$ cat src/rtl/bus_demux_pkg.sv
package bus_demux_pkg;

    typedef enum logic [1:0] {
        PH_IDLE  = 2'd0,
        PH_ADDR  = 2'd1,
        PH_WDATA = 2'd2,
        PH_RDATA = 2'd3
    } phase_e;

    function automatic phase_e classify(input logic ale, input logic data_ph,
                                        input logic wr, input logic inta,
                                        input logic hold);
        phase_e ph;
        ph = PH_IDLE;
        if (ale) begin
            if (!hold) ph = PH_ADDR;
        end else if (data_ph && !inta && !hold) begin
            ph = wr ? PH_WDATA : PH_RDATA;
        end
        return ph;
    endfunction

endpackage

$ cat src/rtl/bd_phase_decode.sv
module bd_phase_decode
    import bus_demux_pkg::*;
(
    input  logic   ale,
    input  logic   data_ph,
    input  logic   wr,
    input  logic   inta_ack,
    input  logic   hold_ack,
    output phase_e phase,
    output logic   stat_en
);
    always_comb begin
        phase   = classify(ale, data_ph, wr, inta_ack, hold_ack);
        stat_en = data_ph & ~ale;
    end
endmodule

$ cat src/rtl/bd_addr_latch.sv
module bd_addr_latch #(
    parameter int LOW_W = 8,
    parameter int MID_W = 8,
    parameter int TOP_W = 4,
    localparam int ADDR_W = LOW_W + MID_W + TOP_W
) (
    input  logic              clk,
    input  logic              rst_n,
    input  logic              load,
    input  logic [LOW_W-1:0]  low_in,
    input  logic [MID_W-1:0]  mid_in,
    input  logic [TOP_W-1:0]  top_in,
    output logic [ADDR_W-1:0] addr
);
    typedef struct packed {
        logic [ADDR_W-1:0] addr;
    } st_t;

    st_t st_d, st_q;

    always_comb begin
        st_d = st_q;
        if (load) st_d.addr = {top_in, mid_in, low_in};
    end

    always_ff @(posedge clk or negedge rst_n) begin
        if (!rst_n) st_q <= '0;
        else        st_q <= st_d;
    end

    assign addr = st_q.addr;

    a_r2_capture: assert property (@(posedge clk) disable iff (!rst_n)
        load |=> addr == $past({top_in, mid_in, low_in}));
    a_r3_hold: assert property (@(posedge clk) disable iff (!rst_n)
        !load |=> $stable(addr));
endmodule

$ cat src/rtl/bd_status_cap.sv
module bd_status_cap #(
    parameter int TOP_W = 4
) (
    input  logic             clk,
    input  logic             rst_n,
    input  logic             cap,
    input  logic [TOP_W-1:0] top_in,
    output logic [TOP_W-1:0] status
);
    typedef struct packed {
        logic [TOP_W-1:0] stat;
    } st_t;

    st_t st_d, st_q;

    always_comb begin
        st_d = st_q;
        if (cap) st_d.stat = top_in;
    end

    always_ff @(posedge clk or negedge rst_n) begin
        if (!rst_n) st_q <= '0;
        else        st_q <= st_d;
    end

    assign status = st_q.stat;

    a_r5_capture: assert property (@(posedge clk) disable iff (!rst_n)
        cap |=> status == $past(top_in));
    a_r5_hold: assert property (@(posedge clk) disable iff (!rst_n)
        !cap |=> $stable(status));
endmodule

$ cat src/rtl/bd_data_steer.sv
module bd_data_steer
    import bus_demux_pkg::*;
#(
    parameter int DATA_W = 8
) (
    input  logic              clk,
    input  logic              rst_n,
    input  phase_e            phase,
    input  logic [DATA_W-1:0] cpu_din,
    input  logic [DATA_W-1:0] sys_din,
    output logic [DATA_W-1:0] wdata,
    output logic              wdata_oe,
    output logic [DATA_W-1:0] rdata,
    output logic              rdata_oe
);
    typedef struct packed {
        logic [DATA_W-1:0] wdata;
        logic              w_oe;
        logic [DATA_W-1:0] rdata;
        logic              r_oe;
    } st_t;

    st_t st_d, st_q;

    always_comb begin
        st_d      = st_q;
        st_d.w_oe = 1'b0;
        st_d.r_oe = 1'b0;
        case (phase)
            PH_WDATA: begin
                st_d.w_oe  = 1'b1;
                st_d.wdata = cpu_din;
            end
            PH_RDATA: begin
                st_d.r_oe  = 1'b1;
                st_d.rdata = sys_din;
            end
            default: ;
        endcase
    end

    always_ff @(posedge clk or negedge rst_n) begin
        if (!rst_n) st_q <= '0;
        else        st_q <= st_d;
    end

    assign wdata    = st_q.wdata;
    assign wdata_oe = st_q.w_oe;
    assign rdata    = st_q.rdata;
    assign rdata_oe = st_q.r_oe;

    a_r6_write_lane: assert property (@(posedge clk) disable iff (!rst_n)
        (phase == PH_WDATA) |=> wdata_oe && wdata == $past(cpu_din));
    a_r7_read_lane: assert property (@(posedge clk) disable iff (!rst_n)
        (phase == PH_RDATA) |=> rdata_oe && rdata == $past(sys_din));
endmodule

$ cat src/rtl/bus_demux.sv
module bus_demux
    import bus_demux_pkg::*;
#(
    parameter int LOW_W = 8,
    parameter int MID_W = 8,
    parameter int TOP_W = 4,
    localparam int ADDR_W = LOW_W + MID_W + TOP_W
) (
    input  logic              clk,
    input  logic              rst_n,
    input  logic              ale,
    input  logic              data_ph,
    input  logic              wr,
    input  logic              inta_ack,
    input  logic              hold_ack,
    input  logic [LOW_W-1:0]  cpu_ad_in,
    input  logic [MID_W-1:0]  cpu_a_mid,
    input  logic [TOP_W-1:0]  cpu_a_top,
    input  logic [LOW_W-1:0]  sys_rdata,
    output logic [LOW_W-1:0]  cpu_ad_out,
    output logic              cpu_ad_oe,
    output logic [ADDR_W-1:0] sys_addr,
    output logic [TOP_W-1:0]  sys_status,
    output logic [LOW_W-1:0]  sys_wdata,
    output logic              sys_wdata_oe
);
    phase_e phase;
    logic   stat_en;

    bd_phase_decode u_dec (
        .ale(ale), .data_ph(data_ph), .wr(wr),
        .inta_ack(inta_ack), .hold_ack(hold_ack),
        .phase(phase), .stat_en(stat_en)
    );

    bd_addr_latch #(.LOW_W(LOW_W), .MID_W(MID_W), .TOP_W(TOP_W)) u_addr (
        .clk(clk), .rst_n(rst_n), .load(phase == PH_ADDR),
        .low_in(cpu_ad_in), .mid_in(cpu_a_mid), .top_in(cpu_a_top),
        .addr(sys_addr)
    );

    bd_status_cap #(.TOP_W(TOP_W)) u_stat (
        .clk(clk), .rst_n(rst_n), .cap(stat_en),
        .top_in(cpu_a_top), .status(sys_status)
    );

    bd_data_steer #(.DATA_W(LOW_W)) u_data (
        .clk(clk), .rst_n(rst_n), .phase(phase),
        .cpu_din(cpu_ad_in), .sys_din(sys_rdata),
        .wdata(sys_wdata), .wdata_oe(sys_wdata_oe),
        .rdata(cpu_ad_out), .rdata_oe(cpu_ad_oe)
    );

    a_r8_exclusive: assert property (@(posedge clk) disable iff (!rst_n)
        !(cpu_ad_oe && sys_wdata_oe));
    a_r8_ack_release: assert property (@(posedge clk) disable iff (!rst_n)
        (inta_ack || hold_ack) |=> !cpu_ad_oe && !sys_wdata_oe);
    a_r4_hold_keeps_addr: assert property (@(posedge clk) disable iff (!rst_n)
        hold_ack |=> $stable(sys_addr));
endmodule

$ cat config.mk
export PLATFORM = sky130hd
export DESIGN_NAME = bus_demux
export DESIGN_NICKNAME = d
export VERILOG_FILES = /design/src/rtl/bus_demux_pkg.sv /design/src/rtl/bd_phase_decode.sv /design/src/rtl/bd_addr_latch.sv /design/src/rtl/bd_status_cap.sv /design/src/rtl/bd_data_steer.sv /design/src/rtl/bus_demux.sv
export SDC_FILE = /design/constraint.sdc
export NUM_CORES = 1
export LEC_CHECK = 0
export BUFFER_PORTS_ARGS = -buffer_cell sky130_fd_sc_hd__buf_2
export CORE_ASPECT_RATIO = 1.1
export CORE_MARGIN = 2
export CORE_UTILIZATION = 45
export DETAILED_ROUTE_END_ITERATION = 8
export PLACE_DENSITY = 0.78
export SYNTH_ARGS = -nofsm -noshare
export SYNTH_HDL_FRONTEND = slang
export SYNTH_SLANG_ARGS = --single-unit
$ cat constraint.sdc
create_clock -name clk -period 0.9 [get_ports clk]
set_input_delay 0.135 -clock clk [delete_from_list [all_inputs] [get_ports clk]]
set_output_delay 0.135 -clock clk [all_outputs]
set_load 0.02 [all_outputs]
==> results of run 1 <==
power by group:
group	internal, mW	switching, mW	leakage [nW]
sequential	2.21	0.254	0.506
combinational	1.14	0.798	0.752
clock	0.380	0.577	0.0353
flip-flops by register name (all words and copies together), names as in the netlist:
| signal | count |
|---|---|
| u_data.rdata | 8 |
| u_addr.addr | 20 |
| u_stat.status | 4 |
| u_data.wdata_oe | 1 |
| u_data.wdata | 8 |
| u_data.rdata_oe | 1 |
area by class of cell:
class | count | area [um^2]
clock buffers | 7 | 55.1
clock inverters | 1 | 5.00
fillers | 213 | 764
inverters | 1 | 3.75
multi-input cells | 45 | 548
flip-flops and latches | 42 | 1050
well taps | 48 | 60.1
repair buffers | 98 | 871
placed cells by master, fill, tap and decap left out, types with 3 or more instances in the layout:
master / instances
sky130_fd_sc_hd__buf_12: 3
sky130_fd_sc_hd__buf_2: 32
sky130_fd_sc_hd__buf_4: 14
sky130_fd_sc_hd__buf_6: 44
sky130_fd_sc_hd__clkbuf_4: 5
sky130_fd_sc_hd__dfrtp_1: 42
sky130_fd_sc_hd__dlygate4sd3_1: 5
sky130_fd_sc_hd__mux2_2: 28
sky130_fd_sc_hd__mux2_4: 11
synthesized netlist by cell type:
library cell | n | area, um^2
sky130_fd_sc_hd__dfrtp_1 | 42 | 1050
sky130_fd_sc_hd__mux2_2 | 39 | 439
sky130_fd_sc_hd__nor2b_1 | 1 | 6.26
sky130_fd_sc_hd__nand2_2 | 1 | 6.26
sky130_fd_sc_hd__mux2_1 | 1 | 11.3
sky130_fd_sc_hd__nor4b_4 | 1 | 23.8
sky130_fd_sc_hd__and2b_1 | 1 | 7.51
sky130_fd_sc_hd__buf_6 | 1 | 11.3
sky130_fd_sc_hd__buf_2 | 2 | 10.0
sky130_fd_sc_hd__inv_1 | 1 | 3.75
sky130_fd_sc_hd__nand2b_1 | 1 | 6.26
kinds of logic (layout without fill, tap and decap cells):
logic type             count (synthesis)  in the layout  synth area share
flip-flops                            42             42             0.667
multiplexers                          40             40             0.286
AND/OR/NAND/NOR                        5              5            0.0318
buffers and inverters                  4            107            0.0159
worst paths after layout:
path | start | end | slack, ps | cells after the start
hold / removal | sys_rdata[4] | u_data.rdata[4] | 30 | 2
max in group asynchronous | rst_n | u_data.rdata[0] | 380 | 3
setup reg to reg | u_data.rdata[7] | u_data.rdata[7] | -50 | 2
setup / recovery | u_data.rdata[7] | cpu_ad_out[7] | -160 | 1
hold reg to reg | u_addr.addr[8] | u_addr.addr[8] | 530 | 1
min in group asynchronous | rst_n | u_addr.addr[19] | 310 | 3
routing by layer:
layer,track usage,wire (um),vias to the layer above
li1,-,-,518
met1,0.204,1360,550
met2,0.376,2170,59
met3,0.0724,313,6
met4,0.0408,64,0
met5,0,0,-
per-stage QoR:
step                cell area, um^2  setup TNS, ps  std cells  total power [mW]   util
detailed placement             2110         -13090        218              3.77  0.628
global placement               2110         -11380        218              3.71  0.628
finish                         2590          -5160        242              5.37  0.772
global route                   2590          -7630        242              5.64  0.772
floorplan                      1610          -2510         91              3.20      -
CTS                            2530          -5720        236              5.29  0.754
timing repair:
action / 4_1_cts / 5_1_grt
setup endpoints to repair: 58 / 52
gates resized for setup: 90 / 3
hold buffers: 2 / 3
endpoints found under the hold margin: 43 / 3
setup buffers: 8 / 3
==> results.md, run 1 <==
STA:
- The hold violation total from the final report is 0.
- Setup slack on the critical path of the routed design comes to -159 ps.
- The measured slew at the worst slew-check pin is 223 ps.
- Derived from the worst setup path, the maximum achievable clock frequency is 0.945 GHz.
- The routed design could run at a clock period as short as 1060 ps.
- Dividing the final minimum period by the clock period gives 1.18.
- The count of final max-slew check failures is 0.
- The max-slew headroom at the worst pin is 0.851.
- The worst hold slack is 26.1 ps.
- Setup repair after global routing could not meet its margin everywhere.
- Setup violations remaining at the end of the flow were counted as 52.
- The worst-case clock skew is 0 ps.

Floorplanning:
- The die span in y is 66.1 um.
- The horizontal die dimension is 60.4 um.
- For this design the top-level I/O count stands at 77.
- The count of standard-cell rows is 22.
- In this run the standard cell core region covers 0.00336 mm^2.
- The starting density of the core is 0.469.
- The die covers 0.00399 mm^2.

Clock tree:
- After clock tree synthesis, the clock-pin slew on the worst setup and hold paths is 110 ps.
- The H-tree was split into 2 levels.
- The master cell of the clock root buffer is sky130_fd_sc_hd__clkbuf_4.
- In this run, CTS created clock tree buffers numbering 5.
- TritonCTS built the clock tree.
- The clock net in this run drives a total of 42 sinks.
- No sink is reached through more buffers than the 2 on the longest clock path.
- The clock latency reported for the late side of the worst-skew pair is 330 ps.

Yosys:
- The synthesized netlist contains 11 unique library cells.
- For this run, the number of Yosys warnings is 0.
- The net count after synthesis is 126.
- The mean cell area of the mapped netlist is 17.3 um^2.
- The mapped netlist covers 0.00158 mm^2.
- After synthesis the netlist holds a flip-flop and latch count of 42.
- The synthesized instance count is 91.
- The sequential cell area fraction in the yosys report is 0.667.

Detailed routing:
- The vias after detailed routing is 1133.
- In the routed design, unresolved DRC markers number 0.
- The wire length after detailed routing is 3900 um.
- The routed via count divided by cell count is 4.68.
- After detailed routing, the average wire length per cell comes to 16.1 um.
- Once detail routing completed, the nets flagged for antenna violations numbered 0.
- The first-iteration detailed-routing DRC count is 14.
- The detailed-router iteration count before antenna repair is 4.

Worst setup path:
- The cell class contributing the biggest share of worst-path delay is flip-flops.
- For the worst setup path, the data arrival time is 920 ps.
- STA classifies the critical path startpoint as a flip-flop.
- The largest individual stage delay along the critical path comes from the cell sky130_fd_sc_hd__dfrtp_1.
- Along the worst path, the maximum fanout reaches 2.
- The critical path goes through buf_6.
- The peak per-stage delay on the critical path is 440 ps.
- The count of buffer and inverter cells on the critical path is 1.
- The type of element capturing the critical path is a primary output.
- The category of the critical setup timing path is reg -> out.
- The data required time at the worst endpoint is 760 ps.

Power:
- The peak ir drop on the vdd network is 0.00129 V.
- The leakage power figure is 1.29 nW.
- The power density of the placed cells is 2070 mW/mm^2.

Run status:
- The final reports fail on setup timing.
- The run finished, with violations left.

Global route:
- In the global route stage, overall resource usage came out at 0.198.
- The maximum number of pins on one net before global-route repair is 43.
- The via count of the first global-routing pass came to 1201.
- The number of antenna violations at the first check in global routing is 0.
- Summed over all layers, the global routing overflow is 0.
- The first-pass GRT wire length is 5670 um.

Cells and area:
- The count of nets after finishing is 228.
- The fraction of layout cells with a size suffix above 1 is 0.732.
- The antenna diode count is 0.
- The area overhead of the layout relative to synthesis is 64.5%.

Placed design:
- The routability congestion estimate is 0.741.
- In this run the tool buffered the top-level ports with 76 buffer cells.
- At the placement stage, the worst setup path has a slack of -434 ps.
- The placed wire-length estimate after detailed placement is 2380 um.

Job:
- The tool flagged a number of max-cap violations equal to 0.

Hold path:
- The worst hold path belongs to the class in -> reg.
Power figures use the tool's default switching activity.
==> run 2: changes to the inputs <==
--- a/config.mk
+++ b/config.mk
@@ -12,4 +12,5 @@
 export DETAILED_ROUTE_END_ITERATION = 8
 export PLACE_DENSITY = 0.78
+export SLEW_MARGIN = 20
 export SYNTH_ARGS = -nofsm -noshare
 export SYNTH_HDL_FRONTEND = slang
==> constraint.sdc (replaced) <==
create_clock -name clk -period 0.9 [get_ports clk]
set_input_delay 0.045 -clock clk [delete_from_list [all_inputs] [get_ports clk]]
set_output_delay 0.045 -clock clk [all_outputs]
set_load 0.02 [all_outputs]
==> results.md, run 2 (synthesized netlist as in run 1, its figures left out) <==
Run status:
- Result of the run: finished with violations (unchanged).
- Violations in the final reports: setup timing (unchanged).

Clock tree:
- The clock tree from TritonCTS was yes (unchanged).
- The clock slew at the register clock pins of the worst setup and hold paths came to 110 ps (about the same).
- The master cell of the clock root buffer is sky130_fd_sc_hd__clkbuf_4 (unchanged).
- The maximum clock insertion buffer count was 2 (unchanged).
- The number of sinks driven by the clock tree is 42 (unchanged).
- The H-tree depth is 2 (unchanged).
- The number of buffers created by CTS was 5 (unchanged).
- The clock latency reported for the late side of the worst-skew pair is 340 ps (was 330 ps).

STA:
- The final period utilization is 1.06 (was 1.18).
- The count of endpoints failing setup in the final report is 52 (unchanged).
- The hold violation total from the final report was 0 (unchanged).
- The clock period minus final worst setup slack was 957 ps (was 1060 ps).
- The highest clock frequency the design can meet came to 1.04 GHz (was 0.945 GHz).
- The max-slew headroom at the worst pin is 0.834 (was 0.851).
- The count of final max-slew check failures is 0 (unchanged).
- The measured slew at the worst slew-check pin came to 249 ps (was 223 ps).
- The worst-case clock skew came to 0 ps (unchanged).
- Unrepaired setup endpoints after global routing: true (unchanged).
- The final worst-path setup slack is -57.2 ps (was -159 ps).

Worst setup path:
- The critical path startpoint category is a flip-flop (unchanged).
- The maximum net fanout on the critical path is 2 (unchanged).
- The peak per-stage delay on the critical path came to 430 ps (was 440 ps).
- The type of element capturing the critical path is a primary output (unchanged).
- The origin of the critical flop-to-flop path is u_data.rdata[2] (was u_data.rdata[7]).
- The data required time at the worst endpoint came to 850 ps (was 760 ps).
- The count of buffer and inverter cells on the critical path is 1 (unchanged).
- The category of the critical setup timing path is reg -> out (unchanged).
- The cell with the largest stage delay on the worst path is sky130_fd_sc_hd__dfrtp_1 (unchanged).
- The arrival time of the worst setup path is 910 ps (was 920 ps).
- The cell class contributing the biggest share of worst-path delay is flip-flops (unchanged).
- The beginning of the critical path is u_data.rdata[2] (was u_data.rdata[7]).
- Cell Chain, Critical Path: buf_6 (unchanged).

Power:
- The total net switching power is 1.63 mW (about the same).
- The peak ir drop on the vdd network is 0.00135 V (was 0.00129 V).
- The leakage power figure is 1.40 nW (was 1.29 nW).
- The proportion of power drawn by combinational gates came to 0.383 (was 0.362).
- The power consumption is 5.37 mW (about the same).
- The power density of the placed cells came to 1890 mW/mm^2 (was 2070 mW/mm^2).
- The internal portion of total power is 3.75 mW (was 3.74 mW).
- The sequential cell fraction of total power came to 0.460 (about the same).
- The share of power burned in the clock network is 0.157 (was 0.178).
- The switching share of power is 0.303 (about the same).

Floorplanning:
- The starting density of the core is 0.469 (unchanged).
- The count of standard-cell rows was 22 (unchanged).
- The horizontal die dimension is 60.4 um (unchanged).
- The top-level port count was 77 (unchanged).
- The die area is 0.00399 mm^2 (unchanged).
- The core area was 0.00336 mm^2 (unchanged).
- The die span in y was 66.1 um (unchanged).

Global route:
- The busiest metal layer after global routing is met2 (unchanged).
- The number of antenna violations at the first check in global routing is 0 (unchanged).
- The combined global-route utilization of all metal layers is 0.234 (was 0.198).
- The via count of the first global-routing pass came to 1445 (was 1201).
- The global routing usage on met1 is 0.241 (was 0.204).
- The first-pass GRT wire length came to 6670 um (was 5670 um).
- The met2 routing resource usage after global routing was 0.428 (was 0.376).
- The met3 capacity usage during global routing is 0.0646 (was 0.0724).
- The total congestion overflow after global routing is 0 (unchanged).
- The maximum number of pins on one net before global-route repair is 43 (unchanged).

Cells and area:
- The number of flip-flops under the largest register name is 20 (unchanged).
- The utilization of the core after routing is 0.845 (was 0.772).
- Commonest cells after routing, fill and taps aside: 43 x sky130_fd_sc_hd__buf_6, 42 x sky130_fd_sc_hd__dfrtp_1, 34 x sky130_fd_sc_hd__buf_2, 29 x sky130_fd_sc_hd__dlygate4sd3_1, 25 x sky130_fd_sc_hd__mux2_2 (was 44 x sky130_fd_sc_hd__buf_6, 42 x sky130_fd_sc_hd__dfrtp_1, 32 x sky130_fd_sc_hd__buf_2, 28 x sky130_fd_sc_hd__mux2_2, 14 x sky130_fd_sc_hd__buf_4).
- The post-route standard cell area excluding fillers was 0.00284 mm^2 (was 0.00259 mm^2).
- The fraction of layout cells with a size suffix above 1 is 0.645 (was 0.732).
- The antenna diode count is 0 (unchanged).
- The count of nets after finishing was 255 (was 228).
- The commonest non-fill, non-tap cell in the layout is sky130_fd_sc_hd__buf_6 (unchanged).
- The area overhead of the layout relative to synthesis is 80.0% (was 64.5%).
- The number of cells in the finished layout apart from fillers is 268 (was 242).

Placed design:
- The routability congestion estimate is 0.769 (was 0.741).
- The placed wire-length estimate after detailed placement was 2380 um (about the same).
- The total of buffers placed on input and output ports is 76 (unchanged).
- The number of cells in the design after placement is 218 (unchanged).
- The placed cell area is 0.00211 mm^2 (unchanged).

Detailed routing:
- The routed length per instance came to 15.8 um (was 16.1 um).
- The routed via count divided by cell count is 4.64 (was 4.68).
- The detailed-router iteration count before antenna repair came to 4 (unchanged).
- The wire length after detailed routing is 4230 um (was 3900 um).
- The vias after detailed routing is 1243 (was 1133).
- The number of routed nets with antenna violations was 0 (unchanged).
- The first-iteration detailed-routing DRC count is 31 (was 14).
- The DRC violations left is 0 (unchanged).

Hold path:
- The class of the worst hold path is in -> reg (unchanged).
- The source of the worst hold timing path is wr (was sys_rdata[4]).

Job:
- The total of max-cap violations is 0 (unchanged).
[run 2: cell count changes in the layout (fill, tap and decap cells not counted)]
cell                            change
sky130_fd_sc_hd__buf_6              -1
sky130_fd_sc_hd__mux2_2             -3
sky130_fd_sc_hd__mux2_4             +3
sky130_fd_sc_hd__buf_4              +2
sky130_fd_sc_hd__clkbuf_1           +1
sky130_fd_sc_hd__nand2_2            +1
sky130_fd_sc_hd__dlygate4sd3_1     +24
sky130_fd_sc_hd__buf_2              +2
sky130_fd_sc_hd__clkinv_2           -1
sky130_fd_sc_hd__and2b_1            +1
sky130_fd_sc_hd__and2b_2            -1
sky130_fd_sc_hd__clkbuf_8           -1
sky130_fd_sc_hd__nand2_4            -1
[run 2: stage by stage]
stage | worst slack, ps | hold slack (ps) | setup TNS [ps]
4_1_cts | -58.9 | 69.0 | -1720
6_report | -57.2 | 68.2 | -1640
3_3_place_gp | -274 | 27.1 | -7660
2_1_floorplan | -147 | -251 | -1180
5_1_grt | -105 | 72.6 | -3800
3_5_place_dp | -349 | 38.0 | -9240
[run 2: timing repair]
item,in CTS,in global routing
buffers inserted,8,6
pin swaps,0,0
endpoints found under the hold margin,82,0
gates resized for setup,85,6
hold buffers,29,0
endpoints found under the setup margin,42,50
[run 2: worst reg2reg max path, cell delays in order, from the launching register on]
cell and delay, ps:
sky130_fd_sc_hd__dfrtp_1 430, sky130_fd_sc_hd__buf_4 150, sky130_fd_sc_hd__mux2_4 270
[run 2: cell type report]
class | instances | area (um^2)
repair buffers | 125 | 1120
flip-flops and latches | 42 | 1050
multi-input cells | 45 | 553
fillers | 176 | 520
well taps | 48 | 60.1
clock buffers | 7 | 45.0
inverters | 1 | 3.75
[run 2: power by group through the flow]
stage               clock network [mW]  logic [mW]  registers [mW]
global route                     0.975        2.18            2.50
detailed placement                   0        1.35            2.41
global placement                     0        1.31            2.39
CTS                              0.862        1.96            2.45
finish                           0.843        2.06            2.47
floorplan                            0       0.376            2.82
[run 2: final timing paths]
check,endpoint,slack (ps),cells past startpoint
worst max-delay path,cpu_ad_out[2],-60,1
worst min-delay path,u_data.wdata_oe,70,3
worst max register to register,u_data.rdata[2],-40,2
worst min register to register,u_addr.addr[8],540,1
max in group asynchronous,u_data.wdata[7],520,3
min in group asynchronous,u_data.rdata[4],190,3
[run 2: layer usage]
layer	vias to the layer above	wire length, um
met5	-	0
met4	0	97
met3	11	301
met2	64	2300
met1	592	1530
li1	576	-
==> run 3: changes to the inputs <==
Settings changed: ABC_AREA set to 1, CORE_UTILIZATION 45 to 46, REMOVE_ABC_BUFFERS set to 1.
==> results.md, run 3 <==
Worst setup path:
- The cell class contributing the biggest share of worst-path delay is flip-flops (unchanged).
- The type of element capturing the critical path is a primary output (unchanged).
- The category of the critical setup timing path is reg -> out (unchanged).
- The critical path startpoint category is a flip-flop (unchanged).
- The data required time at the worst endpoint came to 850 ps (about the same).
- The destination of the worst register-to-register timing path is u_addr.addr[2] (was u_data.rdata[2]).
- The cell with the largest stage delay on the worst path is sky130_fd_sc_hd__dfrtp_1 (unchanged).
- The origin of the critical flop-to-flop path is u_addr.addr[2] (was u_data.rdata[2]).
- The length in cells of the worst reg-to-reg path is 4 (was 2).
- The count of buffer and inverter cells on the critical path was 1 (unchanged).
- Cell Chain, Critical Path: buf_6 (unchanged).
- The arrival time of the worst setup path is 850 ps (was 910 ps).
- The worst reg-to-reg setup slack is 60 ps (was -40 ps).
- The peak per-stage delay on the critical path is 410 ps (was 430 ps).
- The maximum net fanout on the critical path is 2 (unchanged).

Power:
- The peak ir drop on the vdd network is 0.00127 V (was 0.00135 V).
- The leakage power figure is 1.53 nW (was 1.40 nW).
- The power density of the placed cells is 1920 mW/mm^2 (was 1890 mW/mm^2).

Floorplanning:
- The count of standard-cell rows came to 23 (was 22).
- The starting density of the core is 0.475 (was 0.469).
- The horizontal die dimension is 62.1 um (was 60.4 um).
- The die area is 0.00422 mm^2 (was 0.00399 mm^2).
- The top-level port count is 77 (unchanged).
- The core area is 0.00360 mm^2 (was 0.00336 mm^2).
- The die span in y was 67.9 um (was 66.1 um).

STA:
- The clock period minus final worst setup slack is 898 ps (was 957 ps).
- The count of final max-slew check failures came to 0 (unchanged).
- The final worst-path setup slack is 1.78 ps (was -57.2 ps).
- The highest clock frequency the design can meet is 1.11 GHz (was 1.04 GHz).
- The final period utilization came to 0.998 (was 1.06).
- The sum of negative setup slack was 0 ps (was -1640 ps).
- The max-slew headroom at the worst pin is 0.847 (was 0.834).
- The worst-case clock skew is 0 ps (unchanged).
- Unrepaired setup endpoints after global routing: true (unchanged).
- The count of endpoints failing setup in the final report is 0 (was 52).
- The measured slew at the worst slew-check pin came to 230 ps (was 249 ps).
- The hold violation total from the final report is 0 (unchanged).

Detailed routing:
- The routed via count divided by cell count is 4.87 (was 4.64).
- The vias after detailed routing is 1680 (was 1243).
- The number of routed nets with antenna violations is 0 (unchanged).
- The routed length per instance is 13.7 um (was 15.8 um).
- The first-iteration detailed-routing DRC count was 69 (was 31).
- The DRC violations left is 0 (unchanged).
- The detailed-router iteration count before antenna repair was 4 (unchanged).
- The wire length after detailed routing is 4720 um (was 4230 um).

Global route:
- The total congestion overflow after global routing is 0 (unchanged).
- The maximum number of pins on one net before global-route repair is 43 (unchanged).
- The number of antenna violations at the first check in global routing was 0 (unchanged).
- The combined global-route utilization of all metal layers is 0.211 (was 0.234).
- The via count of the first global-routing pass came to 1443 (was 1445).
- The first-pass GRT wire length is 6420 um (was 6670 um).

Clock tree:
- The number of sinks driven by the clock tree is 42 (unchanged).
- The clock latency reported for the late side of the worst-skew pair is 300 ps (was 340 ps).
- The maximum clock insertion buffer count is 2 (unchanged).
- The clock tree from TritonCTS is yes (unchanged).
- The number of buffers created by CTS is 5 (unchanged).
- The H-tree depth was 2 (unchanged).
- The master cell of the clock root buffer is sky130_fd_sc_hd__clkbuf_8 (was sky130_fd_sc_hd__clkbuf_4).
- The clock slew at the register clock pins of the worst setup and hold paths is 80 ps (was 110 ps).

Yosys:
- The count of state elements after synthesis was 42 (unchanged).
- The sequential cell area fraction in the yosys report is 0.615 (was 0.667).
- The count of different cell masters after synthesis was 16 (was 11).
- The synthesized instance count is 177 (was 91).
- The netlist area before placement is 0.00171 mm^2 (was 0.00158 mm^2).
- The number of flops mapped to enable cells by yosys is 0 (unchanged).
- The area share of the leading cell type in the synthesized netlist came to 0.615 (was 0.667).
- The most instantiated flip-flop cell in the synthesis netlist is sky130_fd_sc_hd__dfrtp_1 (unchanged).
- The most common cell in the netlist is sky130_fd_sc_hd__nand2_1 (was sky130_fd_sc_hd__dfrtp_1).
- The mean cell area of the mapped netlist is 9.65 um^2 (was 17.3 um^2).
- Most frequent cells after synthesis: 68 x sky130_fd_sc_hd__nand2_1, 42 x sky130_fd_sc_hd__dfrtp_1, 16 x sky130_fd_sc_hd__nand3_1, 16 x sky130_fd_sc_hd__nand4_1, 7 x sky130_fd_sc_hd__inv_1 (was 42 x sky130_fd_sc_hd__dfrtp_1, 39 x sky130_fd_sc_hd__mux2_2, 2 x sky130_fd_sc_hd__buf_2).
- Top cells by area, synth: sky130_fd_sc_hd__dfrtp_1 62%, sky130_fd_sc_hd__nand2_1 15%, sky130_fd_sc_hd__nand4_1 5.9% (was sky130_fd_sc_hd__dfrtp_1 67%, sky130_fd_sc_hd__mux2_2 28%, sky130_fd_sc_hd__nor4b_4 1.5%).
- The Yosys warning count is 0 (unchanged).
- The proportion of synthesized flip-flops having asynchronous set or reset is 1.00 (unchanged).
- The cell type contributing the most total cell area after synthesis is sky130_fd_sc_hd__dfrtp_1 (unchanged).

Job:
- The total of max-cap violations is 0 (unchanged).

Cells and area:
- The fill cell instance count of the final layout is 248 (was 176).
- The area taken by multi-input logic gates came to 548 um^2 (was 553 um^2).
- The commonest non-fill, non-tap cell in the layout is sky130_fd_sc_hd__nand2_1 (was sky130_fd_sc_hd__buf_6).
- Commonest cells after routing, fill and taps aside: 68 x sky130_fd_sc_hd__nand2_1, 42 x sky130_fd_sc_hd__dfrtp_1, 38 x sky130_fd_sc_hd__buf_2, 38 x sky130_fd_sc_hd__buf_6, 21 x sky130_fd_sc_hd__buf_4 (was 43 x sky130_fd_sc_hd__buf_6, 42 x sky130_fd_sc_hd__dfrtp_1, 34 x sky130_fd_sc_hd__buf_2, 29 x sky130_fd_sc_hd__dlygate4sd3_1, 25 x sky130_fd_sc_hd__mux2_2).
- The number of flip-flops under the largest register name was 20 (unchanged).
- The count of nets after finishing was 329 (was 255).
- The fraction of layout cells with a size suffix above 1 is 0.386 (was 0.645).
- The utilization of the core after routing came to 0.780 (was 0.845).
- The area overhead of the layout relative to synthesis is 64.3% (was 80.0%).
- The sequential cell area is 0.00105 mm^2 (unchanged).
- The antenna diode count is 0 (unchanged).

Placed design:
- The placed wire-length estimate after detailed placement is 2840 um (was 2380 um).
- The routability congestion estimate is 0.732 (was 0.769).
- The total of buffers placed on input and output ports came to 76 (unchanged).
- The pre-CTS worst setup slack is 57.4 ps (was -349 ps).

Hold path:
- The class of the worst hold path is in -> reg (unchanged).
- The endpoint of the worst hold-timing path is u_data.rdata[3] (was u_data.wdata_oe).
- The source of the worst hold timing path is sys_rdata[3] (was wr).
- The number of stages on the worst hold path was 3 (unchanged).

Run status:
- Result of the run: completed (was finished with violations).
## run 3: cell types whose count changed after synthesis, sizes merged, moves of 8 or more
cell,change
inv,+8
nand4,+16
nand3,+18
nand2,+68
mux2,-40
## run 3: what timing repair did
item                                    in CTS  in global routing
endpoints found under the setup margin      14                 39
setup buffers                                4                  9
hold buffers                                20                  0
hold endpoints to repair                    61                  0
gates resized for setup                     23                 53
gates cloned                                 0                  0
## run 3: worst register-to-register path, cell delays in order, from the launching register on
cell                      delay (ps)
sky130_fd_sc_hd__dfrtp_1         400
sky130_fd_sc_hd__buf_4           130
sky130_fd_sc_hd__buf_4           120
sky130_fd_sc_hd__nand2_1          50
sky130_fd_sc_hd__nand2_1          40
## run 3: layout make-up
type                            count  share of cell area
Clock buffer                        6              0.0294
Clock inverter                      2             0.00446
Inverter                            9              0.0120
Multi-Input combinational cell    117               0.195
Sequential cell                    42               0.374
Tap cell                           50              0.0223
Timing Repair Buffer              119               0.362
## run 3: routing by layer
layer  wire length (um)  vias up  part of all wire  GRT usage
met1               2030      807              0.43      0.268
met5                  0        -                 0          0
met4                 61        0             0.013     0.0638
li1                   -      809                 -          -
met3                282        7             0.060     0.0699
met2               2350       57              0.50      0.339
## run 3: worst max path at each step
stage / start / end / slack [ps] / cells past startpoint
2_1_floorplan: data_ph / u_data.rdata[0] / 120 / 5
3_3_place_gp: data_ph / u_data.rdata[4] / 60 / 6
3_5_place_dp: ale / u_data.rdata[0] / 60 / 5
4_1_cts: u_data.wdata[2] / sys_wdata[2] / -6 / 1
5_1_grt: u_addr.addr[19] / sys_addr[19] / -20 / 1
6_report: u_data.wdata[0] / sys_wdata[0] / 2 / 1
## run 3: cell families (layout without fill, tap and decap cells)
family          Yosys count  count (layout)  synth area share
compound gates            8               8            0.0234
buf+inv                  18             136            0.0637
flops                    42              42             0.615
simple gates            109             109             0.297
## run 3: through the flow
step | hold WS [ps] | std cells | total power, mW | area, um^2
detailed placement | 36.1 | 304 | 3.54 | 2180
CTS | 0.379 | 336 | 5.03 | 2570
floorplan | -251 | 168 | 2.98 | 1630
global placement | 34.1 | 304 | 3.52 | 2180
finish | 5.65 | 345 | 5.38 | 2810
global route | 11.2 | 345 | 5.66 | 2810
## run 3: power breakdown
part	internal [mW]	switching (mW)
Combinational	0.892	0.838
Sequential	2.17	0.214
Clock	0.616	0.651
Total	3.68	1.70
